**src/rtl/mcpy_split_pkg.sv**
```systemverilog
package mcpy_split_pkg;

  typedef enum logic {
    ST_IDLE = 1'b0,
    ST_RUN  = 1'b1
  } split_state_e;

  // burst item code meaning four items per burst
  localparam logic [2:0] MSIZE_FOUR = 3'b001;

endpackage

```
**src/rtl/mcpy_width_sel.sv**
```systemverilog
module mcpy_width_sel #(
  parameter int ADDR_W   = 32,
  parameter int LEN_W    = 24,
  parameter int MAX_WEXP = 6,
  localparam int WEXP_W  = $clog2(MAX_WEXP + 1)
) (
  input  logic [ADDR_W-1:0] src,
  input  logic [ADDR_W-1:0] dst,
  input  logic [LEN_W-1:0]  rem,
  output logic [WEXP_W-1:0] wexp
);

  logic [MAX_WEXP-1:0] low_bits;

  assign low_bits = src[MAX_WEXP-1:0] | dst[MAX_WEXP-1:0] | rem[MAX_WEXP-1:0];

  // scan downward so the lowest set bit wins; ceiling when none is set
  always_comb begin
    wexp = WEXP_W'(MAX_WEXP);
    for (int i = MAX_WEXP - 1; i >= 0; i--) begin
      if (low_bits[i]) wexp = WEXP_W'(i);
    end
  end

endmodule

```
**src/rtl/mcpy_beat_cap.sv**
```systemverilog
module mcpy_beat_cap #(
  parameter int LEN_W  = 24,
  parameter int MAXB_W = 22,
  parameter int WEXP_W = 3
) (
  input  logic [LEN_W-1:0]  rem,
  input  logic [WEXP_W-1:0] wexp,
  input  logic [MAXB_W-1:0] max_beats,
  output logic [LEN_W-1:0]  beats,
  output logic [LEN_W-1:0]  chunk
);

  logic [LEN_W-1:0] full_beats;
  logic [LEN_W-1:0] cap_beats;

  assign full_beats = rem >> wexp;
  assign cap_beats  = LEN_W'(max_beats);

  always_comb begin
    if (full_beats > cap_beats) begin
      beats = cap_beats;
      chunk = cap_beats << wexp;
    end else begin
      beats = full_beats;
      chunk = rem;
    end
  end

endmodule

```
**src/rtl/mcpy_split.sv**
```systemverilog
module mcpy_split
  import mcpy_split_pkg::*;
#(
  parameter int ADDR_W   = 32,
  parameter int LEN_W    = 24,
  parameter int MAXB_W   = 22,
  parameter int MAX_WEXP = 6,
  parameter int BURST_W  = 8,
  localparam int WEXP_W  = $clog2(MAX_WEXP + 1)
) (
  input  logic               clk,
  input  logic               rst_n,
  input  logic               req_valid,
  output logic               req_ready,
  input  logic [ADDR_W-1:0]  req_src,
  input  logic [ADDR_W-1:0]  req_dst,
  input  logic [LEN_W-1:0]   req_len,
  input  logic [MAXB_W-1:0]  cfg_max_beats,
  input  logic               cfg_burst_en,
  input  logic [BURST_W:0]   cfg_burst_len,
  output logic               desc_valid,
  input  logic               desc_ready,
  output logic [ADDR_W-1:0]  desc_src,
  output logic [ADDR_W-1:0]  desc_dst,
  output logic [MAXB_W-1:0]  desc_bts,
  output logic [WEXP_W-1:0]  desc_width,
  output logic [2:0]         desc_msize,
  output logic               desc_src_inc,
  output logic               desc_dst_inc,
  output logic               desc_lli_valid,
  output logic               desc_last,
  output logic               desc_rlen_en,
  output logic [BURST_W-1:0] desc_rlen,
  output logic               desc_wlen_en,
  output logic [BURST_W-1:0] desc_wlen,
  output logic               done
);

  split_state_e       state_q, state_d;
  logic [ADDR_W-1:0]  src_q, src_d;
  logic [ADDR_W-1:0]  dst_q, dst_d;
  logic [LEN_W-1:0]   rem_q, rem_d;
  logic [MAXB_W-1:0]  maxb_q;
  logic               ben_q;
  logic [BURST_W-1:0] blen_m1_q;
  logic               done_q, done_d;

  logic               req_fire, desc_fire, cfg_load;
  logic [WEXP_W-1:0]  wexp;
  logic [LEN_W-1:0]   beats, chunk_len;
  logic               is_last;

  assign req_ready = (state_q == ST_IDLE);
  assign req_fire  = req_valid && req_ready;
  assign desc_fire = desc_valid && desc_ready;
  assign cfg_load  = req_fire && (req_len != '0);

  mcpy_width_sel #(
    .ADDR_W  (ADDR_W),
    .LEN_W   (LEN_W),
    .MAX_WEXP(MAX_WEXP)
  ) u_width (
    .src (src_q),
    .dst (dst_q),
    .rem (rem_q),
    .wexp(wexp)
  );

  mcpy_beat_cap #(
    .LEN_W (LEN_W),
    .MAXB_W(MAXB_W),
    .WEXP_W(WEXP_W)
  ) u_cap (
    .rem      (rem_q),
    .wexp     (wexp),
    .max_beats(maxb_q),
    .beats    (beats),
    .chunk    (chunk_len)
  );

  assign is_last = (chunk_len == rem_q);

  // next-state
  always_comb begin
    state_d = state_q;
    src_d   = src_q;
    dst_d   = dst_q;
    rem_d   = rem_q;
    done_d  = 1'b0;
    if (req_fire) begin
      src_d = req_src;
      dst_d = req_dst;
      rem_d = req_len;
      if (req_len == '0) done_d = 1'b1;
      else               state_d = ST_RUN;
    end else if (desc_fire) begin
      src_d = src_q + ADDR_W'(chunk_len);
      dst_d = dst_q + ADDR_W'(chunk_len);
      rem_d = rem_q - chunk_len;
      if (is_last) begin
        state_d = ST_IDLE;
        done_d  = 1'b1;
      end
    end
  end

  // registers
  always_ff @(posedge clk or negedge rst_n) begin
    if (!rst_n) begin
      state_q <= ST_IDLE;
      done_q  <= 1'b0;
    end else begin
      state_q <= state_d;
      done_q  <= done_d;
    end
  end

  always_ff @(posedge clk or negedge rst_n) begin
    if (!rst_n) begin
      src_q <= '0;
      dst_q <= '0;
      rem_q <= '0;
    end else if (req_fire || desc_fire) begin
      src_q <= src_d;
      dst_q <= dst_d;
      rem_q <= rem_d;
    end
  end

  always_ff @(posedge clk or negedge rst_n) begin
    if (!rst_n) begin
      maxb_q    <= '0;
      ben_q     <= 1'b0;
      blen_m1_q <= '0;
    end else if (cfg_load) begin
      maxb_q    <= cfg_max_beats;
      ben_q     <= cfg_burst_en;
      blen_m1_q <= cfg_burst_en ? BURST_W'(cfg_burst_len - 1'b1) : '0;
    end
  end

  // descriptor fields
  assign desc_valid     = (state_q == ST_RUN);
  assign desc_src       = src_q;
  assign desc_dst       = dst_q;
  assign desc_bts       = MAXB_W'(beats - 1'b1);
  assign desc_width     = wexp;
  assign desc_msize     = MSIZE_FOUR;
  assign desc_src_inc   = 1'b1;
  assign desc_dst_inc   = 1'b1;
  assign desc_lli_valid = 1'b1;
  assign desc_last      = is_last;
  assign desc_rlen_en   = ben_q;
  assign desc_rlen      = blen_m1_q;
  assign desc_wlen_en   = ben_q;
  assign desc_wlen      = blen_m1_q;
  assign done           = done_q;

  // assertions
  a_r9_hold_on_stall: assert property (@(posedge clk) disable iff (!rst_n)
    (desc_valid && !desc_ready) |=> (desc_valid && $stable(desc_src) && $stable(desc_dst)
                                     && $stable(desc_bts) && $stable(desc_width) && $stable(desc_last)));

  a_r7_advance: assert property (@(posedge clk) disable iff (!rst_n)
    (desc_fire && !desc_last) |=> (desc_valid && desc_src == $past(desc_src) + $past(ADDR_W'(chunk_len))
                                   && desc_dst == $past(desc_dst) + $past(ADDR_W'(chunk_len))));

  a_r10_done_after_last: assert property (@(posedge clk) disable iff (!rst_n)
    (desc_fire && desc_last) |=> (done && req_ready && !desc_valid));

  a_r8_zero_len: assert property (@(posedge clk) disable iff (!rst_n)
    (req_fire && req_len == '0) |=> (done && !desc_valid));

  a_r10_done_pulse: assert property (@(posedge clk) disable iff (!rst_n)
    done |=> !done || $past(req_fire));

  a_r1_width_bound: assert property (@(posedge clk) disable iff (!rst_n)
    desc_valid |-> (desc_width <= WEXP_W'(MAX_WEXP)));

endmodule

```
**config.mk**
```make
export PLATFORM = sky130hd
export DESIGN_NAME = mcpy_split
export DESIGN_NICKNAME = d
export VERILOG_FILES = /design/src/rtl/mcpy_split_pkg.sv /design/src/rtl/mcpy_width_sel.sv /design/src/rtl/mcpy_beat_cap.sv /design/src/rtl/mcpy_split.sv
export SDC_FILE = /design/constraint.sdc
export NUM_CORES = 1
export LEC_CHECK = 0
export ABC_CLOCK_PERIOD_IN_PS = 10900
export BUFFER_PORTS_ARGS = -buffer_cell sky130_fd_sc_hd__buf_2
export CAP_MARGIN = 40
export CORE_MARGIN = 5
export CORE_UTILIZATION = 58
export DETAILED_ROUTE_END_ITERATION = 12
export PLACE_DENSITY = 0.82
export SYNTH_ARGS = -nofsm -noshare
export SYNTH_HDL_FRONTEND = slang
export SYNTH_SLANG_ARGS = --single-unit
```
**constraint.sdc**
```tcl
create_clock -name clk -period 10.9 [get_ports clk]
set_input_delay 1.635 -clock clk [delete_from_list [all_inputs] [get_ports clk]]
set_output_delay 1.635 -clock clk [all_outputs]
set_load 0.05 [all_outputs]
```
Word-level counts from Yosys, hierarchy flattened
Cells that the tools add are included.

cells by class
  eq/ne operators = 2
  shifts and indexed selects = 2
  muxes and demuxes = 23
  magnitude comparators = 1
  add/subtract/negate cells = 5
  reduce and logical (&&, ||, !) cells = 10
  bitwise gates (word level) = 3

operators by type and width
  kind                   number
  $mux 32                4
  $mux 24                3
  $add 32x24->32         2
  $eq 24x24->1           1
  $gt 24x22->1           1
  $logic_not 24->1       1
  $reduce_bool 24->1     1
  $shl 22x3->24          1
  $shr 24x3->24          1
  $sub 24x24->24         1
  $mux 22                1
  $sub 22x1->22 const B  1
  $mux 3                 4
  $or 6x6->6             2
  $mux 1                 8
  $mux 8                 1
  $sub 8x1->8 const B    1
  $mux 2                 2
  $reduce_bool 2->1      2
  $logic_and 1x1->1      3
  $reduce_and 3->1       1
  $ne 2x2->1 const B     1
  $reduce_and 2->1       1
  $logic_or 1x1->1       1
  $not 1->1              1

word-level totals
  register bits = 121
  bits of input ports = 124
  output and inout port bits = 117

Depth between registers and ports, before layout
  depth after elaboration = 15
  depth in mapped cells = 36

Hierarchy
From an unflattened synthesis, not the netlist that was laid out.

second synthesis, totals
  cells, all modules = 1477
  area total of the unflattened synthesis = 12365.6 µm²

by module, submodules not included
  module          times used  area each (µm²)  sequential area each (µm²)  cells each
  mcpy_split      1           9357.7           3027.9                      1051
  mcpy_beat_cap   1           2904.0           0.0                         412
  mcpy_width_sel  1           103.8            0.0                         14

Worst setup path after synthesis
No wires, ideal clock.

  kind = reg-to-output
  from = register src_q[1] (netlist: desc_src[1])
  to = output desc_last
  stages on the path, launching flop included = 30
  path slack = 1998 ps
  data arrival time = 7267 ps
  path through = dfrtp_1 > or3_1 > clkbuf_1 > nor2_2 > nand2_2 > inv_1 > clkbuf_1 > buf_1 > clkbuf_1 > a21oi_1 > o21ai_0 > o21ai_0 > ha_1 > nand4_1 > nor2_1 > a221o_1 > o31ai_1 > and3_1 > clkbuf_1 > clkbuf_1 > buf_1 > clkbuf_1 > nand2_1 > o21ai_0 > inv_1 > ha_1 > and3_1 > nand3_1 > nor3_1 > o211a_1

on the way
  word-level cells in the longest chain between the ends = 8

ends and longest elaborated chain
  item                       RTL line              source
  start, declared            mcpy_split.sv:40      logic [ADDR_W-1:0] src_q, src_d;
  start signal, assigned     mcpy_split.sv:124     src_q <= src_d;
  $or 6x6->6 * (2 in a row)  mcpy_width_sel.sv:15  assign low_bits = src[MAX_WEXP-1:0] | dst[MAX_WEXP-1:0] | rem[MAX_WEXP-1:0];
  $mux 3 * (2 in a row)      mcpy_width_sel.sv:21  if (low_bits[i]) wexp = WEXP_W'(i);
  via desc_width[1]          mcpy_split.sv:26      output logic [WEXP_W-1:0] desc_width,
  $shr 24x3->24              mcpy_beat_cap.sv:16   assign full_beats = rem >> wexp;
  $gt 24x22->1               mcpy_beat_cap.sv:20   if (full_beats > cap_beats) begin
  $mux 24 *                  mcpy_beat_cap.sv:20
  $eq 24x24->1 *             mcpy_split.sv:81      assign is_last = (chunk_len == rem_q);
  end, declared              mcpy_split.sv:31      output logic desc_last,

The timed path passes the listed nets; every way through them passes the cells marked *.

Worst setup path in the final report
  from = register dst_q[0] (netlist: desc_dst[0])
  to = output desc_last

on the way
  word-level cells in the longest chain between the ends = 7

ends and longest elaborated chain
  item                       RTL line              source
  start, declared            mcpy_split.sv:41      logic [ADDR_W-1:0] dst_q, dst_d;
  start signal, assigned     mcpy_split.sv:125     dst_q <= dst_d;
  $or 6x6->6 * (2 in a row)  mcpy_width_sel.sv:15
  $mux 3 *                   mcpy_width_sel.sv:21
  $shr 24x3->24              mcpy_beat_cap.sv:16
  $gt 24x22->1               mcpy_beat_cap.sv:20
  $mux 24 *                  mcpy_beat_cap.sv:20
  $eq 24x24->1 *             mcpy_split.sv:81

Mark *: on every way between the ends. The rest lies on a longest branch, timed or not.

==> metrics <==
CP Data Arrival Time 7.86 ns; most frequent cells in the layout buf_2, nand2_1, o21ai_0; r2r startpoint desc_dst[0]; CTS tree done; PostCTS Resize Cnt 0; fmax 105 MHz; Final GP Congestion 1.03; CP startpoint desc_dst[0]; Simple-Gate Fraction of Synth Area 19.2%; period utilization 87.1%; post-synthesis mux area share 6.91%; IO Pins 241; clock sink count 121; syn_area_per_cell 7.86 sq um; slowest CP cell a31oi_1; CTS clk-pin slew, worst paths 0.06 ns; residual DRC count 0; sequential-to-total area share from yosys stat 23.8%; CP required 9.27 ns; postcts setup bufs 0; cells after synthesis 1620; combinational family with the most area after synthesis compound AO/OA/AOI/OAI gates; Fillers 1904; Primary FF master, synth dfrtp_1; total number of vias 13557; critical path class reg2out; hold crit path type reg2reg; final clock skew 0.0226 ns; Compound-Gate Fraction of Synth Area 28.2%; Setup TNS Final 0 ns; Max clock buf depth 2; actual slew at the worst max-slew pin 0.932 ns; Yosys cell types 87; row count 54; Initial Utilization 58.6%; yosys warns 0; synthesized area 12700 sq um; Final Critical Period 9.50 ns; crit-path max cell delay 0.92 ns; final HPWL from detailed placement 31100 um; final setup fails 0; Post-Synth XOR/XNOR Area 5.29%; hold_buf cts 0; layout cell share with drive strength beyond 1 19.5%; CP endpoint kind output pin; first-pass GRT wire length 65300 um; Critical Path Fanout Max 39; Detailed Routing Iterations Pass 1 6; die footprint 25000 sq um; Core ar. 21800 sq um; Overall Global Routing Usage 32.3%; R2R depth 26; routed vias/inst 6.52; DIE HEIGHT 158 um; Post-synth EDFFs 0; Synth async-reset ratio 100%; Synth Area in Adders 10.4%; Final Hold Vio Count 0; footprint of the multi-input gates 8970 sq um; #FFs+latches synth 121; hold depth 2; Slew headroom 37.3%; register area 3030 sq um; commonest non-fill, non-tap cell in the layout buf_2; fin. max-slew vios 0; Post-DRT Antenna Nets 0; Layout area overhead 14.5%; Root Driver clkbuf_16; Clk Latency, worst-skew pair 0.43 ns; crit path cell chain nor3_1 -> nand4_1 -> buf_4 -> mux2_2 -> nor2_1 -> a31oi_1 -> mux2i_1 -> inv_1 -> ha_1 -> a21oi_1 -> o21ai_0 -> a221o_1 -> o31ai_1 -> nand3_1 -> a31oi_1 -> inv_1 -> ha_1 -> nand4_1 -> nor3_1 -> o211a_1 -> buf_2; largest net degree at the start of global routing 86; Port Buffers 233; Setup crit start kind flop; hold_sp desc_rlen[2]; initial antenna violation count 5; MaxCap Viol Count 0; vias in the first global route 12815; DIE WIDTH 158 um; Overflow after GRT 0; WL per Instance 19.9 um; cts bufs inserted 17; status complete, no violations; # nets final 2013; RSZ-0062 raised after global routing no; final WL 41500 um; # H-tree levels 4; drt initial violations 1616
==> final timing paths <==
path,end,slack (ns)
max,desc_last,1.40
max in group asynchronous,desc_dst[15],8.66
min,desc_rlen[2],0.50
min in group asynchronous,maxb_q[5],1.23
max reg2reg,desc_dst[27],1.82
min reg2reg,desc_rlen[2],0.50
==> metrics by stage <==
stage	instance area (sq um)	cells	utilization, %	hold slack (ns)	setup slack (ns)
finish	14600	2080	67.0	0.504	1.40
global route	14600	2078	67.0	0.542	0.944
CTS	14600	2077	67.0	0.512	1.57
detailed placement	14000	2046	64.3	0.501	2.07
global placement	13900	2043	64.0	0.480	2.21
floorplan	12800	1624	-	0.503	2.00
==> synthesized netlist by cell type (6+ instances only) <==
cell | number | area [sq um]
nand2_1 | 187 | 702
o21ai_0 | 139 | 696
dfrtp_1 | 121 | 3030
a21oi_1 | 115 | 576
ha_1 | 101 | 1260
nor2_1 | 99 | 372
inv_1 | 75 | 282
clkbuf_1 | 70 | 263
a22oi_1 | 59 | 443
mux2i_1 | 46 | 460
a21o_1 | 42 | 315
xnor2_1 | 41 | 359
nand3_1 | 38 | 190
xor2_1 | 36 | 315
nor3_1 | 34 | 170
mux2_2 | 32 | 360
a211oi_1 | 20 | 150
a31oi_1 | 20 | 125
nand2b_1 | 20 | 125
nand4_1 | 20 | 125
and3_1 | 18 | 113
o211ai_1 | 18 | 135
buf_1 | 17 | 63.8
buf_4 | 15 | 113
nor2b_1 | 14 | 87.6
or3_1 | 14 | 87.6
nor4_1 | 12 | 75.1
a221o_1 | 11 | 110
o21a_1 | 10 | 75.1
o22ai_1 | 9 | 56.3
a221oi_1 | 8 | 70.1
and2_1 | 8 | 50.1
nor3b_1 | 8 | 60.1
o31ai_1 | 8 | 60.1
a21boi_0 | 7 | 52.6
a211o_1 | 6 | 52.6
==> worst max-delay path: cells and delay by family (launching register included) <==
kind,cells,cell delay (ns)
AOI/OAI and AO/OA,7,2.25
adders and majority gates,2,0.72
buffers and inverters,4,0.93
DFF,1,0.45
muxes,2,0.63
and+or+nand+nor,6,2.46
==> flip-flops by register name, summed over array words and instances (netlist names) <==
signal        count
desc_dst         32
desc_src         32
rem_q            24
maxb_q           22
desc_rlen         8
desc_rlen_en      1
desc_valid        1
done              1
==> cell families (layout without fill, tap and decap cells) <==
group | count (synthesis) | in the layout
buffers and inverters | 185 | 358
multiplexers | 81 | 81
XOR/XNOR | 77 | 77
other | 2 | 9
flip-flops | 121 | 121
AO/OA/AOI/OAI | 544 | 544
adder cells (fa/ha/maj) | 104 | 104
AND/OR/NAND/NOR | 506 | 506
==> metal layers <==
metal / share of wire (%) / global-route usage (%) / wire (um)
met2: 46 / 51.7 / 18900
met5: 0.10 / 0 / 42
met4: 4.5 / 14.1 / 1850
met1: 40 / 42.1 / 16700
met3: 9.5 / 7.11 / 3960
==> area by class of cell <==
cell class,instances,area share (%)
Multi-Input combinational cell,1318,61.5
Sequential cell,121,20.8
Timing Repair Buffer,250,9.25
Clock buffer,17,2.92
Tap cell,280,2.40
Inverter,77,1.98
Clock inverter,14,1.13
Antenna cell,3,0.0515
Power is not shown: default switching activity piles up to over one toggle a cycle in this logic, so the estimate is an artifact.
